[src/rtl/cyc_pkg.sv]
package cyc_pkg;
  localparam int CODE_W    = 3;
  localparam int NUM_CODES = 1 << CODE_W;

  typedef enum logic [CODE_W-1:0] {
    CYC_INTA    = 3'b000,
    CYC_SPECIAL = 3'b001,
    CYC_IO_RD   = 3'b010,
    CYC_IO_WR   = 3'b011,
    CYC_CODE_RD = 3'b100,
    CYC_RSVD    = 3'b101,
    CYC_MEM_RD  = 3'b110,
    CYC_MEM_WR  = 3'b111
  } cyc_kind_e;

  typedef struct packed {
    cyc_kind_e kind;
    logic      cache_n;
    logic      ken_n;
  } cyc_sample_t;
endpackage

[src/rtl/cyc_capture.sv]
module cyc_capture
  import cyc_pkg::*;
(
  input  logic        clk_i,
  input  logic        rst_ni,
  input  logic        ads_ni,
  input  logic        done_i,
  input  cyc_sample_t sample_i,
  output logic        valid_o,
  output cyc_sample_t sample_o
);
  always_ff @(posedge clk_i or negedge rst_ni) begin
    if (!rst_ni) begin
      valid_o  <= 1'b0;
      sample_o <= '0;
    end else if (!ads_ni) begin
      // new cycle has priority over a coincident done
      valid_o  <= 1'b1;
      sample_o <= sample_i;
    end else if (done_i) begin
      valid_o  <= 1'b0;
    end
  end

  AST_HOLD_STABLE: assert property (@(posedge clk_i) disable iff (!rst_ni)
    valid_o && ads_ni && !done_i |=> valid_o && $stable(sample_o));
endmodule

[src/rtl/cyc_classify.sv]
module cyc_classify
  import cyc_pkg::*;
(
  input  logic                 valid_i,
  input  cyc_kind_e            kind_i,
  output logic [NUM_CODES-1:0] onehot_o
);
  for (genvar g = 0; g < NUM_CODES; g++) begin : g_code
    assign onehot_o[g] = valid_i && (kind_i == cyc_kind_e'(g));
  end
endmodule

[src/rtl/cyc_burst.sv]
module cyc_burst
  import cyc_pkg::*;
(
  input  logic      valid_i,
  input  cyc_kind_e kind_i,
  input  logic      cache_ni,
  input  logic      ken_ni,
  output logic      burst_o
);
  always_comb begin
    burst_o = 1'b0;
    if (valid_i) begin
      unique case (kind_i)
        CYC_CODE_RD, CYC_MEM_RD: burst_o = !cache_ni && !ken_ni;
        CYC_MEM_WR:              burst_o = !cache_ni;
        default:                 burst_o = 1'b0;
      endcase
    end
  end
endmodule

[src/rtl/bus_cycle_decoder.sv]
module bus_cycle_decoder
  import cyc_pkg::*;
(
  input  logic clk_i,
  input  logic rst_ni,
  input  logic ads_ni,
  input  logic mio_i,
  input  logic dc_i,
  input  logic wr_i,
  input  logic cache_ni,
  input  logic ken_ni,
  input  logic done_i,
  output logic inta_o,
  output logic special_o,
  output logic io_rd_o,
  output logic io_wr_o,
  output logic fetch_o,
  output logic mem_rd_o,
  output logic mem_wr_o,
  output logic invalid_o,
  output logic burst_o
);
  cyc_sample_t          smp_in, smp_q;
  logic                 valid_q;
  logic [NUM_CODES-1:0] hot;

  assign smp_in.kind    = cyc_kind_e'({mio_i, dc_i, wr_i});
  assign smp_in.cache_n = cache_ni;
  assign smp_in.ken_n   = ken_ni;

  cyc_capture u_capture (
    .clk_i    (clk_i),
    .rst_ni   (rst_ni),
    .ads_ni   (ads_ni),
    .done_i   (done_i),
    .sample_i (smp_in),
    .valid_o  (valid_q),
    .sample_o (smp_q)
  );

  cyc_classify u_classify (
    .valid_i  (valid_q),
    .kind_i   (smp_q.kind),
    .onehot_o (hot)
  );

  cyc_burst u_burst (
    .valid_i  (valid_q),
    .kind_i   (smp_q.kind),
    .cache_ni (smp_q.cache_n),
    .ken_ni   (smp_q.ken_n),
    .burst_o  (burst_o)
  );

  assign inta_o    = hot[CYC_INTA];
  assign special_o = hot[CYC_SPECIAL];
  assign io_rd_o   = hot[CYC_IO_RD];
  assign io_wr_o   = hot[CYC_IO_WR];
  assign fetch_o   = hot[CYC_CODE_RD];
  assign invalid_o = hot[CYC_RSVD];
  assign mem_rd_o  = hot[CYC_MEM_RD];
  assign mem_wr_o  = hot[CYC_MEM_WR];

  logic [7:0] ind;
  assign ind = {mem_wr_o, mem_rd_o, invalid_o, fetch_o, io_wr_o, io_rd_o, special_o, inta_o};

  AST_ONE_INDICATOR: assert property (@(posedge clk_i) disable iff (!rst_ni)
    !ads_ni |=> $countones(ind) == 1);
  AST_DONE_IDLE: assert property (@(posedge clk_i) disable iff (!rst_ni)
    ads_ni && done_i |=> ind == '0 && !burst_o);
  AST_INVALID_SINGLE: assert property (@(posedge clk_i) disable iff (!rst_ni)
    invalid_o |-> !burst_o);
  AST_CTRL_SINGLE: assert property (@(posedge clk_i) disable iff (!rst_ni)
    (inta_o || special_o || io_rd_o || io_wr_o) |-> !burst_o);
  AST_WR_BURST: assert property (@(posedge clk_i) disable iff (!rst_ni)
    !ads_ni && mio_i && dc_i && wr_i && !cache_ni |=> mem_wr_o && burst_o);
  AST_RD_SINGLE: assert property (@(posedge clk_i) disable iff (!rst_ni)
    !ads_ni && mio_i && !wr_i && (cache_ni || ken_ni) |=> !burst_o);
endmodule

[config.mk]
export PLATFORM = sky130hd
export DESIGN_NAME = bus_cycle_decoder
export DESIGN_NICKNAME = d
export VERILOG_FILES = /design/src/rtl/cyc_pkg.sv /design/src/rtl/cyc_capture.sv /design/src/rtl/cyc_classify.sv /design/src/rtl/cyc_burst.sv /design/src/rtl/bus_cycle_decoder.sv
export SDC_FILE = /design/constraint.sdc
export NUM_CORES = 1
export LEC_CHECK = 0
export BUFFER_PORTS_ARGS = -buffer_cell sky130_fd_sc_hd__buf_2
export CAP_MARGIN = 20
export CELL_PAD_IN_SITES_DETAIL_PLACEMENT = 0
export CELL_PAD_IN_SITES_GLOBAL_PLACEMENT = 1
export CORE_AREA = 4 4 41 43
export CTS_CLUSTER_DIAMETER = 60
export DETAILED_ROUTE_END_ITERATION = 6
export DIE_AREA = 0 0 45 47
export GPL_TIMING_DRIVEN = 0
export PLACE_DENSITY_LB_ADDON = 0.05
export SKIP_LAST_GASP = 1
export SLEW_MARGIN = 20
export SYNTH_ARGS = -nofsm -noshare
export SYNTH_HDL_FRONTEND = slang
export SYNTH_SLANG_ARGS = --single-unit
[constraint.sdc]
create_clock -name clk_i -period 1.3 [get_ports clk_i]
set_input_delay 0.325 -clock clk_i [delete_from_list [all_inputs] [get_ports clk_i]]
set_output_delay 0.325 -clock clk_i [all_outputs]
set_load 0.01 [all_outputs]
Word level (Yosys, flattened, before mapping) --
Index checks and enable logic that the tools add are counted.
Word-level totals: bits in registers 6, bits in latches 0, bits in writable memories 0, memory bits (read-only) 0, bits of input ports 9, output and inout bits 9, memories kept 0
Cells by class: add/sub/neg operators 0, multiply operators 0, div/mod/pow operators 0, magnitude comparators 0, eq/ne operators 8, shifts and indexed selects 0, multiplexer cells 4, bitwise gates (word level) 0, reduce and logical (&&, ||, !) cells 13
Operator list (number):
- $eq 3x3->1 const B | 4
- $logic_and 1x1->1 | 9
- $eq 3x2->1 const B | 2
- $eq 3x1->1 const B | 1
- $logic_not 3->1 | 1
- $mux 1 | 3
- $logic_not 1->1 | 2
- $ne 2x1->1 const B | 1
- $pmux 1 s2 | 1
- $reduce_or 2->1 | 1

Depth between registers and ports, before layout --
Gate-level depths: netlist (run 1).
depth in word-level cells 4, depth in mapped cells 2, mapped depth without buffers 2

Hierarchy --
Synthesis (run 1) repeated with hierarchy kept, for this count alone.
Second synthesis, totals: cells, all modules 26, area total of the unflattened synthesis 367.9 um^2
By module, submodules not included:
- cyc_capture | times used 1, cells each 14, area each 245.2 um^2
- cyc_classify | times used 1, cells each 8, area each 96.3 um^2
- cyc_burst | times used 1, cells each 4, area each 26.3 um^2

Worst setup path after synthesis (run 1) --
No wires, ideal clock.
path type register -> output, from register u_capture.sample_o[2] (netlist name), to output burst_o, arrival 917 ps, required time 975 ps, path slack 58 ps, cell stages (with the launch flop) 3, buffers on the path 0, path through dfrtp_1 -> or2_1 -> a211oi_2
Between the ends: word-level cells in the longest chain between the ends 4, elaborated cells between the ends (all ways) 6
RTL lines:
- start: declaration | line cyc_capture.sv:10 | output cyc_sample_t sample_o
- start signal: assignment | line cyc_capture.sv:19 | sample_o <= sample_i;
- $eq 3x3->1 | line cyc_burst.sv:13 | unique case (kind_i)
- $reduce_or 2->1 | line cyc_burst.sv:13
- $pmux 1 s2 (*) | line cyc_burst.sv:13
- $mux 1 (*) | line cyc_burst.sv:12 | if (valid_i) begin
- end: declaration | line bus_cycle_decoder.sv:21 | output logic burst_o
Mark *: on every way between the ends. The rest lies on a longest branch, timed or not.

Final worst setup path (run 1) --
Ends and elaborated chain as after synthesis.

==> results of run 1 <==
per-layer routing:
layer	track usage	up-vias	share of wire
met3	0.0230	0	0.094
met5	0	-	0
met1	0.0739	137	0.36
met4	0.0526	0	0
met2	0.144	13	0.54
li1	-	144	-
flip-flops by register name, indices dropped and copies added, names as in the netlist:
register            flops
u_capture.sample_o      5
u_capture.valid_o       1
cell type report:
| class | count | area (um2) |
|---|---|---|
| clock buffer | 3 | 22.5 |
| timing repair buffer | 18 | 101 |
| buffer | 1 | 5.00 |
| sequential | 6 | 154 |
| multi-input combinational | 23 | 181 |
| fill | 145 | 815 |
| tap | 15 | 18.8 |
| inverter | 1 | 3.75 |
cell families after synthesis:
logic type | Yosys count
compound gates | 2
flops | 6
buf+inv | 2
mux | 5
simple gates | 16
stage by stage:
stage	TNS (ns)	hold slack, ns	std cells
4_1_cts	-1.19	0.261	67
3_5_place_dp	-0.0665	0.156	62
6_report	-0.945	0.263	67
2_1_floorplan	0	0.0294	31
3_3_place_gp	-0.0542	0.149	62
5_1_grt	-1.48	0.254	67
cell usage in the layout (no fill, tap or decap):
cell type       n
o21ai_0         1
dlygate4sd3_1   1
clkbuf_4        3
buf_6           1
nand2_2         2
nand2b_1        1
nor3_2          2
dfrtp_1         3
inv_1           1
nand2_1         2
or2_1           1
buf_2          17
mux2_2          5
dfrtp_2         3
nor2_2          2
nand2b_4        2
nor2_1          4
a211oi_2        1
power by group:
part	total, uW	switching, uW	internal, uW	leakage [uW]
registers	228	20.5	207	0.0000664
clock network	158	54.5	104	0.0000138
logic	124	59.1	65.1	0.000164
total	510	134	376	0.000244
worst max-delay path: stages (launching register included):
cell      delay, ns
dfrtp_2        0.40
or2_1          0.22
a211oi_2       0.17
buf_2          0.15
repair_timing:
action                     4_1_cts  5_1_grt
setup buffers                    1        0
setup endpoints to repair        9        9
hold buffers                     1        0
resized for setup                6        6
hold endpoints to repair         6        0
pin swaps                        1        2
worst paths after layout:
path / depth (start not counted) / slack (ns) / to
min in group asynchronous: 2 / 0.44 / u_capture.sample_o[3]
setup reg to reg: 2 / 0.38 / u_capture.sample_o[2]
setup / recovery: 3 / -0.19 / burst_o
hold / removal: 2 / 0.26 / u_capture.valid_o
hold reg to reg: 1 / 0.51 / u_capture.sample_o[0]
max in group asynchronous: 2 / 0.71 / u_capture.sample_o[4]
==> run summary, run 1 <==
status -> complete, but fails checks
failing checks -> setup timing
Final setup viols -> 9
worst skew pair latency -> 0.23 ns
Final GP Congestion -> 0.784
async set-reset flop share out of synthesis -> 1.00
simple logic cell fraction of the synthesized area -> 0.238
synth cell count leaders -> 6 x dfrtp_1, 6 x nor2_1, 5 x mux2_2
hold_sp -> done_i
FP Rows -> 13
core box area -> 1300 um2
CTS root buf -> clkbuf_4
effective utilization at floorplan -> 0.235
IO buf count -> 16
Global Route Usage Sum -> 0.0778
CTS Sinks -> 6
Crit. Startpoint -> u_capture.sample_o[2]
Iteration-0 DRC Markers -> 1
Post-Place Cell Area -> 404 um2
EDFF count, synth -> 0
total power divided by cell area -> 1050 nW/um2
# DRC -> 0
Pleak -> 0.000244 uW
Ys Warns -> 0
Synth Register Bits -> 6
Relative slew margins -> 0.894
Ant. Diodes -> 0
critical path arrival -> 1.17 ns
Nets -> 63
mux contribution to synthesized area -> 0.184
worst setup margin -> -0.191 ns
post-DP HPWL -> 655 um
top post-synthesis cells by area -> dfrtp_1 49%, mux2_2 18%, nor2_1 7.4%, nand2b_1 6.1%, nand2_1 4.9%
first-pass GRT wire length -> 1210 um
kind of critical path -> reg -> out
DR WL/cell -> 11.6 um
Peak VDD IR -> 434 uV
vias per cell -> 4.39
WL final -> 777 um
Mapped Cells -> 31
post-synthesis compound-gate area fraction -> 0.0574
largest family of logic cells by synthesized area -> simple AND/OR/NAND/NOR gates
CTS tree -> done
Synth top area share -> 0.492
ys flop type -> dfrtp_1
CTS Buf Count -> 3
Die Area -> 2120 um2
pre-CTS WS -> -0.0665 ns
r2r startpoint -> u_capture.sample_o[2]
die width -> 45 um
Highest Clock Rate -> 671 MHz
router iterations before antenna repair -> 2
post-route minimum period -> 1.49 ns
cell area after synthesis -> 305 um2
sequential fraction of the synthesis area -> 0.492
maximum clock path buffer count -> 2
synthesized-area fraction occupied by adder cells -> 0
synthesized area per cell -> 9.85 um2
post-synthesis cell type count -> 11
GR Overflow Total -> 0
share of layout cells above drive strength 1 -> 0.731
vias in the first global route -> 325
Max H-tree Level -> 1
CP required -> 0.98 ns
Hold Vio Cnt, Final -> 0
Overall Power -> 510 uW
crit share post-route -> 1.15
post-synthesis xor/xnor area fraction -> 0
post-layout util -> 0.374
skew final -> 0 ns
crit-path max FO -> 2
Final ANT Viol Nets -> 0
Worst setup SP type -> register
via count -> 294
largest net degree at the start of global routing -> 8
Synth area leader -> dfrtp_1
Area Overhead vs Synth -> 59.4%
I/O pin total -> 18
RSZ-0062 raised after global routing -> true
crit end category -> primary output
Max Cap Viol -> 0
initial antenna violation count -> 0
Hold WC Path Type -> in -> reg
fin. max-slew vios -> 0
syn_nets -> 40
Worst-Margin Slew -> 0.158 ns
Clock Pin Slew Worst Setup and Hold Paths -> 0.04 ns
design area -> 487 um2
Die H -> 47 um
Note: power is estimated with default switching activity, not from simulation.
==> run 2: changes to the inputs <==
- BUFFER_PORTS_ARGS: -buffer_cell sky130_fd_sc_hd__buf_2 -> default
- DONT_BUFFER_PORTS: default -> 1
- TNS_END_PERCENT: default -> 10
==> run 2 against run 1 <==
Against the previous run: the run still ends with setup timing left; via count fell by 22%; clock skew did not move; core utilization fell by 7.8 points; largest power group unchanged; worst hold slack got worse by 0.079 ns; power fell by 6.4%; register-to-register slack barely moved; global-route usage fell by 0.61 points; critical path type unchanged.
==> run summary, run 2 (synthesis gave the netlist of run 1 again) <==
status -> complete, but fails checks
failing checks -> setup timing
skew final -> 0 ns (unchanged)
post-DP HPWL -> 538 um (-18%)
crit end category -> primary output
largest net degree at the start of global routing -> 8 (unchanged)
first-pass GRT wire length -> 1070 um (-11%)
Reg power frac -> 0.472 (+0.026)
fin. max-slew vios -> 0 (unchanged)
post-route minimum period -> 1.48 ns (-0.00860 ns)
RSZ-0062 raised after global routing -> true
CP bufs+invs -> 0 (-1)
crit share post-route -> 1.14 (-0.00662)
Sw Share -> 0.259 (-0.00402)
CTS root buf -> clkbuf_4
CP delay by family, top -> flip-flops
Iteration-0 DRC Markers -> 3 (+2)
CP required -> 0.98 ns (about the same)
Pleak -> 0.000160 uW (-34%)
Reg with most FFs -> u_capture.sample_o
Ant. Diodes -> 0 (unchanged)
Hold Worst Slack -> 0.184 ns (-0.0788 ns)
Peak VDD IR -> 528 uV (+22%)
Hold WC Path Type -> in -> reg
CTS Sinks -> 6 (unchanged)
worst-path cell chain -> or2_1, a211oi_2
core box area -> 1300 um2 (unchanged)
Hold Vio Cnt, Final -> 0 (unchanged)
kind of critical path -> reg -> out
CTS Buf Count -> 3 (unchanged)
Final GP Congestion -> 0.718 (-8.5%)
Slowest-stage cell, CP -> dfrtp_2
router iterations before antenna repair -> 3 (+1)
effective utilization at floorplan -> 0.235 (unchanged)
combinational power share -> 0.190 (-0.054)
worst skew pair latency -> 0.23 ns (about the same)
I/O pin total -> 18 (unchanged)
via count -> 230 (-22%)
IO buf count -> 0 (-16)
Final ANT Viol Nets -> 0 (unchanged)
placed instance count -> 46 (-26%)
share of layout cells above drive strength 1 -> 0.389 (-0.342)
crit-path max cell delay -> 0.42 ns (+0.02 ns)
net switching power -> 123 uW (-7.9%)
Highest Clock Rate -> 675 MHz (+0.58%)
Die H -> 47 um (unchanged)
critical path arrival -> 1.16 ns (about the same)
crit-path max FO -> 3 (+1)
max reg flops -> 5 (unchanged)
multi-input logic area -> 154 um2 (-15%)
FP Rows -> 13 (unchanged)
GR Overflow Total -> 0 (unchanged)
Area Overhead vs Synth -> 26.2%
Final setup viols -> 9 (unchanged)
total power divided by cell area -> 1240 nW/um2 (+18%)
DR WL/cell -> 12.5 um (+8.2%)
Worst setup SP type -> register
Overall Power -> 477 uW (-6.4%)
initial antenna violation count -> 0 (unchanged)
Clock Pin Slew Worst Setup and Hold Paths -> 0.04 ns (about the same)
Post-Place Cell Area -> 324 um2 (-20%)
Max Cap Viol -> 0 (unchanged)
Top Registers -> u_capture.sample_o: 5 flops, u_capture.valid_o: 1 flops
# fillers -> 144 (-0.69%)
CTS tree -> done
worst setup margin -> -0.182 ns (+0.00860 ns)
fin cells -> 51 (-24%)
register area -> 151 um2 (-1.6%)
die width -> 45 um (unchanged)
most frequent cells in the layout -> 5 x nor2_1, 5 x mux2_2, 5 x dfrtp_1
# DRC -> 0 (unchanged)
Die Area -> 2120 um2 (unchanged)
Relative slew margins -> 0.748 (-0.146)
vias per cell -> 4.51 (+2.8%)
Max H-tree Level -> 1 (unchanged)
maximum clock path buffer count -> 2 (unchanged)
design area -> 385 um2 (-21%)
WL final -> 640 um (-18%)
Clk pwr share -> 0.338 (+0.028)
Global Route Usage Sum -> 0.0717 (-0.00613)
vias in the first global route -> 260 (-20%)
Internal -> 353 uW (-5.9%)
Worst-Margin Slew -> 0.375 ns (+0.216 ns)
Nets -> 47 (-25%)
-- run 2: cell count changes in the layout (fill, tap and decap cells not counted), sizes merged --
cell / change
buf: -16
-- run 2: path summary, 6_finish.rpt --
| kind | from | endpoint | slack [ns] | cells past startpoint |
|---|---|---|---|---|
| max | u_capture.sample_o[2] | burst_o | -0.18 | 2 |
| max in group asynchronous | rst_ni | u_capture.sample_o[2] | 0.68 | 1 |
| min in group asynchronous | rst_ni | u_capture.sample_o[0] | 0.39 | 1 |
| min | done_i | u_capture.valid_o | 0.18 | 1 |
| max reg2reg | u_capture.sample_o[2] | u_capture.sample_o[2] | 0.37 | 2 |
| min reg2reg | u_capture.sample_o[0] | u_capture.sample_o[0] | 0.50 | 1 |
-- run 2: final cells by class --
type	count	share of cell area
timing repair buffer	2	0.0779
buffer	1	0.0130
multi-input combinational	23	0.399
clock buffer	3	0.0584
tap	15	0.0487
sequential	6	0.393
inverter	1	0.00974
-- run 2: per-layer routing --
metal / vias up / routed length [um] / global-route usage
met4: 0 / 0 / 0.0702
met2: 13 / 293 / 0.113
met5: - / 0 / 0
met3: 0 / 70 / 0.0192
met1: 106 / 276 / 0.0769
li1: 111 / - / -
-- run 2: power groups by stage --
stage          clock network [uW]  logic (uW)  registers [uW]
3_5_place_dp                    0        67.8             229
3_3_place_gp                    0        66.2             228
2_1_floorplan                   0        59.6             222
6_report                      161        90.4             225
4_1_cts                       172        89.8             225
5_1_grt                       176         100             229
-- run 2: worst reg2reg max path, cell delays in order (launching register included) --
cell and delay [ns]:
dfrtp_2 0.42, buf_12 0.14, mux2_2 0.25
-- run 2: timing repair --
item / 4_1_cts / 5_1_grt
setup endpoints to repair: 9 / 9
buffers inserted: 1 / 0
resized for setup: 1 / 2
endpoints found under the hold margin: 6 / 0
pin swaps: 1 / 0
hold buffers: 1 / 0
-- run 2: per-stage QoR --
stage               setup WS (ns)   util  setup TNS (ns)
finish                     -0.182  0.296           -1.02
global route               -0.232  0.296           -1.53
detailed placement        -0.0443  0.249         -0.0443
global placement          -0.0219  0.249         -0.0219
floorplan                  0.0579      -               0
CTS                        -0.210  0.290           -1.27
==> run 3: changes to the inputs <==
- ABC_AREA: default -> 1
==> run 3 against run 2 <==
Against the previous run: the run still ends with setup timing left; non-clock buffer count unchanged; cell area increased by 3.2%; first-iteration DRC count fell by 33%; sequential cell count stayed put; combinational power grew 6.5%; register-to-register slack better by 0.16 ns; core utilization is 0.96 points higher; maximum frequency up 5.9%; sequential share of layout area is 1.5 points lower; largest cell class unchanged; largest power group unchanged.
==> run summary, run 3 <==
status -> complete, but fails checks
failing checks -> setup timing
vias per cell -> 4.25 (-5.7%)
Synth top area share -> 0.494 (+0.00202)
commonest non-fill, non-tap cell in the layout -> nor2_1
Pleak -> 0.000191 uW (+19%)
I/O pin total -> 18 (unchanged)
post-layout util -> 0.306 (+0.00962)
Nets -> 59 (+26%)
CTS root buf -> clkbuf_4
Reg with most FFs -> u_capture.sample_o
syn_nets -> 52 (+30%)
R2R Setup Slk -> 0.53 ns (+0.16 ns)
Clk pwr share -> 0.343 (+0.005)
top post-synthesis cells by area -> dfrtp_1 49%, nor2_1 17%, inv_1 8.6%, nand2_1 8.6%, a21oi_1 4.9%
Ant. Diodes -> 0 (unchanged)
GR Overflow Total -> 0 (unchanged)
Hold Vio Cnt, Final -> 0 (unchanged)
Synth Register Bits -> 6 (unchanged)
router iterations before antenna repair -> 2 (-1)
post-DP HPWL -> 585 um (+8.6%)
Worst-Margin Slew -> 0.277 ns (-0.0980 ns)
first-pass GRT wire length -> 1120 um (+4.5%)
Overall Power -> 473 uW (-0.84%)
Final TNS setup -> -0.538 ns (+0.482 ns)
initial antenna violation count -> 0 (unchanged)
RSZ-0062 raised after global routing -> true
max reg flops -> 5 (unchanged)
Sw Share -> 0.282 (+0.0228)
hold worst-path end -> u_capture.valid_o
share of layout cells above drive strength 1 -> 0.250 (-0.139)
Mapped Cells -> 43 (+39%)
Die Area -> 2120 um2 (unchanged)
via count -> 268 (+17%)
CTS Buf Count -> 3 (unchanged)
effective utilization at floorplan -> 0.234 (-0.000961)
Final setup viols -> 9 (unchanged)
Relative slew margins -> 0.815 (+0.0666)
post-synthesis cell type count -> 9 (-2)
Max H-tree Level -> 1 (unchanged)
Hold WC Path Type -> in -> reg
die width -> 45 um (unchanged)
net switching power -> 133 uW (+7.9%)
r2r startpoint -> u_capture.sample_o[4]
hold_sp -> done_i
vias in the first global route -> 278 (+6.9%)
CP required -> 0.98 ns (about the same)
Top Registers -> u_capture.sample_o: 5 flops, u_capture.valid_o: 1 flops
cell area after synthesis -> 304 um2 (-0.41%)
FP Rows -> 13 (unchanged)
Peak VDD IR -> 478 uV (-9.5%)
synth cell count leaders -> 14 x nor2_1, 7 x inv_1, 7 x nand2_1
CTS tree -> done
Max Cap Viol -> 0 (unchanged)
crit share post-route -> 1.08 (-0.0630)
core box area -> 1300 um2 (unchanged)
async set-reset flop share out of synthesis -> 1.00 (unchanged)
IO buf count -> 0 (unchanged)
r2r worst-path depth -> 3 (+1)
critical path arrival -> 1.08 ns (-0.08 ns)
r2r endpoint -> u_capture.sample_o[4]
Hold Worst Slack -> 0.196 ns (+0.0114 ns)
skew final -> 0 ns (unchanged)
ys flop type -> dfrtp_1
synthesized area per cell -> 7.07 um2 (-28%)
Worst setup SP type -> register
most frequent cells in the layout -> 8 x nor2_1, 7 x inv_1, 7 x nand2_1
worst setup margin -> -0.100 ns (+0.0819 ns)
Final ANT Viol Nets -> 0 (unchanged)
DR WL/cell -> 10.6 um (-15%)
Reg power frac -> 0.453 (-0.019)
Synth area leader -> dfrtp_1
Post-Place Cell Area -> 323 um2 (-0.39%)
Internal -> 340 uW (-3.9%)
post-route minimum period -> 1.40 ns (-0.0819 ns)
Global Route Usage Sum -> 0.0779 (+0.00619)
fin. max-slew vios -> 0 (unchanged)
WL final -> 670 um (+4.7%)
Ys Warns -> 0 (unchanged)
combinational power share -> 0.204 (+0.014)
Area Overhead vs Synth -> 30.9%
kind of critical path -> reg -> out
crit end category -> primary output
Final GP Congestion -> 0.762 (+6.2%)
hold path cells -> 1 (unchanged)
crit-path max FO -> 4 (+1)
Die H -> 47 um (unchanged)
count leader, synth -> nor2_1
maximum clock path buffer count -> 2 (unchanged)
largest net degree at the start of global routing -> 11 (+3)
design area -> 398 um2 (+3.2%)
sequential fraction of the synthesis area -> 0.494 (+0.00202)
EDFF count, synth -> 0 (unchanged)
CTS Sinks -> 6 (unchanged)
worst skew pair latency -> 0.23 ns (about the same)
total power divided by cell area -> 1190 nW/um2 (-4.0%)
Highest Clock Rate -> 714 MHz (+5.9%)
Clock Pin Slew Worst Setup and Hold Paths -> 0.05 ns (about the same)
# DRC -> 0 (unchanged)
Iteration-0 DRC Markers -> 2 (-1)
run 3: cell count changes in the layout (fill, tap and decap cells not counted), sizes merged:
| cell | delta |
|---|---|
| nor3 | -2 |
| nand3 | +1 |
| a211oi | -1 |
| nand2 | +3 |
| nor2 | +8 |
| inv | +6 |
| a21oi | +3 |
| nand2b | -3 |
| mux2 | -5 |
| o21ai | +2 |
run 3: power groups by stage:
stage	sequential, uW	clock, uW	combinational, uW
2_1_floorplan	215	0	57.0
3_3_place_gp	217	0	66.9
3_5_place_dp	217	0	68.5
4_1_cts	214	172	91.8
5_1_grt	216	178	109
6_report	214	162	96.3
run 3: final cells by class:
cell class / count / area [um2]
fillers: 159 / 903
multi-input cells: 29 / 158
flip-flops and latches: 6 / 150
inverters: 7 / 26.3
clock buffers: 3 / 22.5
well taps: 15 / 18.8
repair buffers: 2 / 17.5
plain buffers: 1 / 5.00
run 3: critical path: stages, from the launching register on:
cell,delay (ns)
dfrtp_1,0.40
or2_4,0.32
nor2_4,0.12
run 3: timing repair:
item                                   in CTS  in global routing
endpoints found under the hold margin       6                  0
setup endpoints to repair                   8                  9
hold buffers                                1                  0
resized for setup                           8                  2
setup buffers                               0                  1
pin swaps                                   1                  1
run 3: metrics by stage:
stage	setup WS, ns	instances
finish	-0.100	63
global route	-0.142	63
CTS	-0.100	62
detailed placement	0.108	58
global placement	0.118	58
floorplan	0.167	43
run 3: how the worst max path moves through the flow:
stage | start | cells past startpoint | to | slack (ns)
after global routing | u_capture.valid_o | 3 | special_o | -0.14
after floorplan | u_capture.sample_o[4] | 2 | inta_o | 0.17
final | u_capture.sample_o[4] | 2 | inta_o | -0.10
after global placement | u_capture.sample_o[4] | 2 | io_rd_o | 0.12
after CTS | u_capture.valid_o | 3 | io_rd_o | -0.10
after detailed placement | u_capture.sample_o[4] | 2 | inta_o | 0.11
run 3: per-layer routing:
layer,vias to the layer above,wire length (um),GRT usage,share of wire
met5,-,0,0,0
met1,112,323,0.0903,0.48
met3,0,73,0.0421,0.11
li1,141,-,-,-
met4,0,0,0.0526,0
met2,15,274,0.110,0.41
run 3: cell families after synthesis:
| kind of cell | share of synthesized area |
|---|---|
| buf+inv | 0.103 |
| flops | 0.494 |
| compound gates | 0.0987 |
| simple gates | 0.305 |
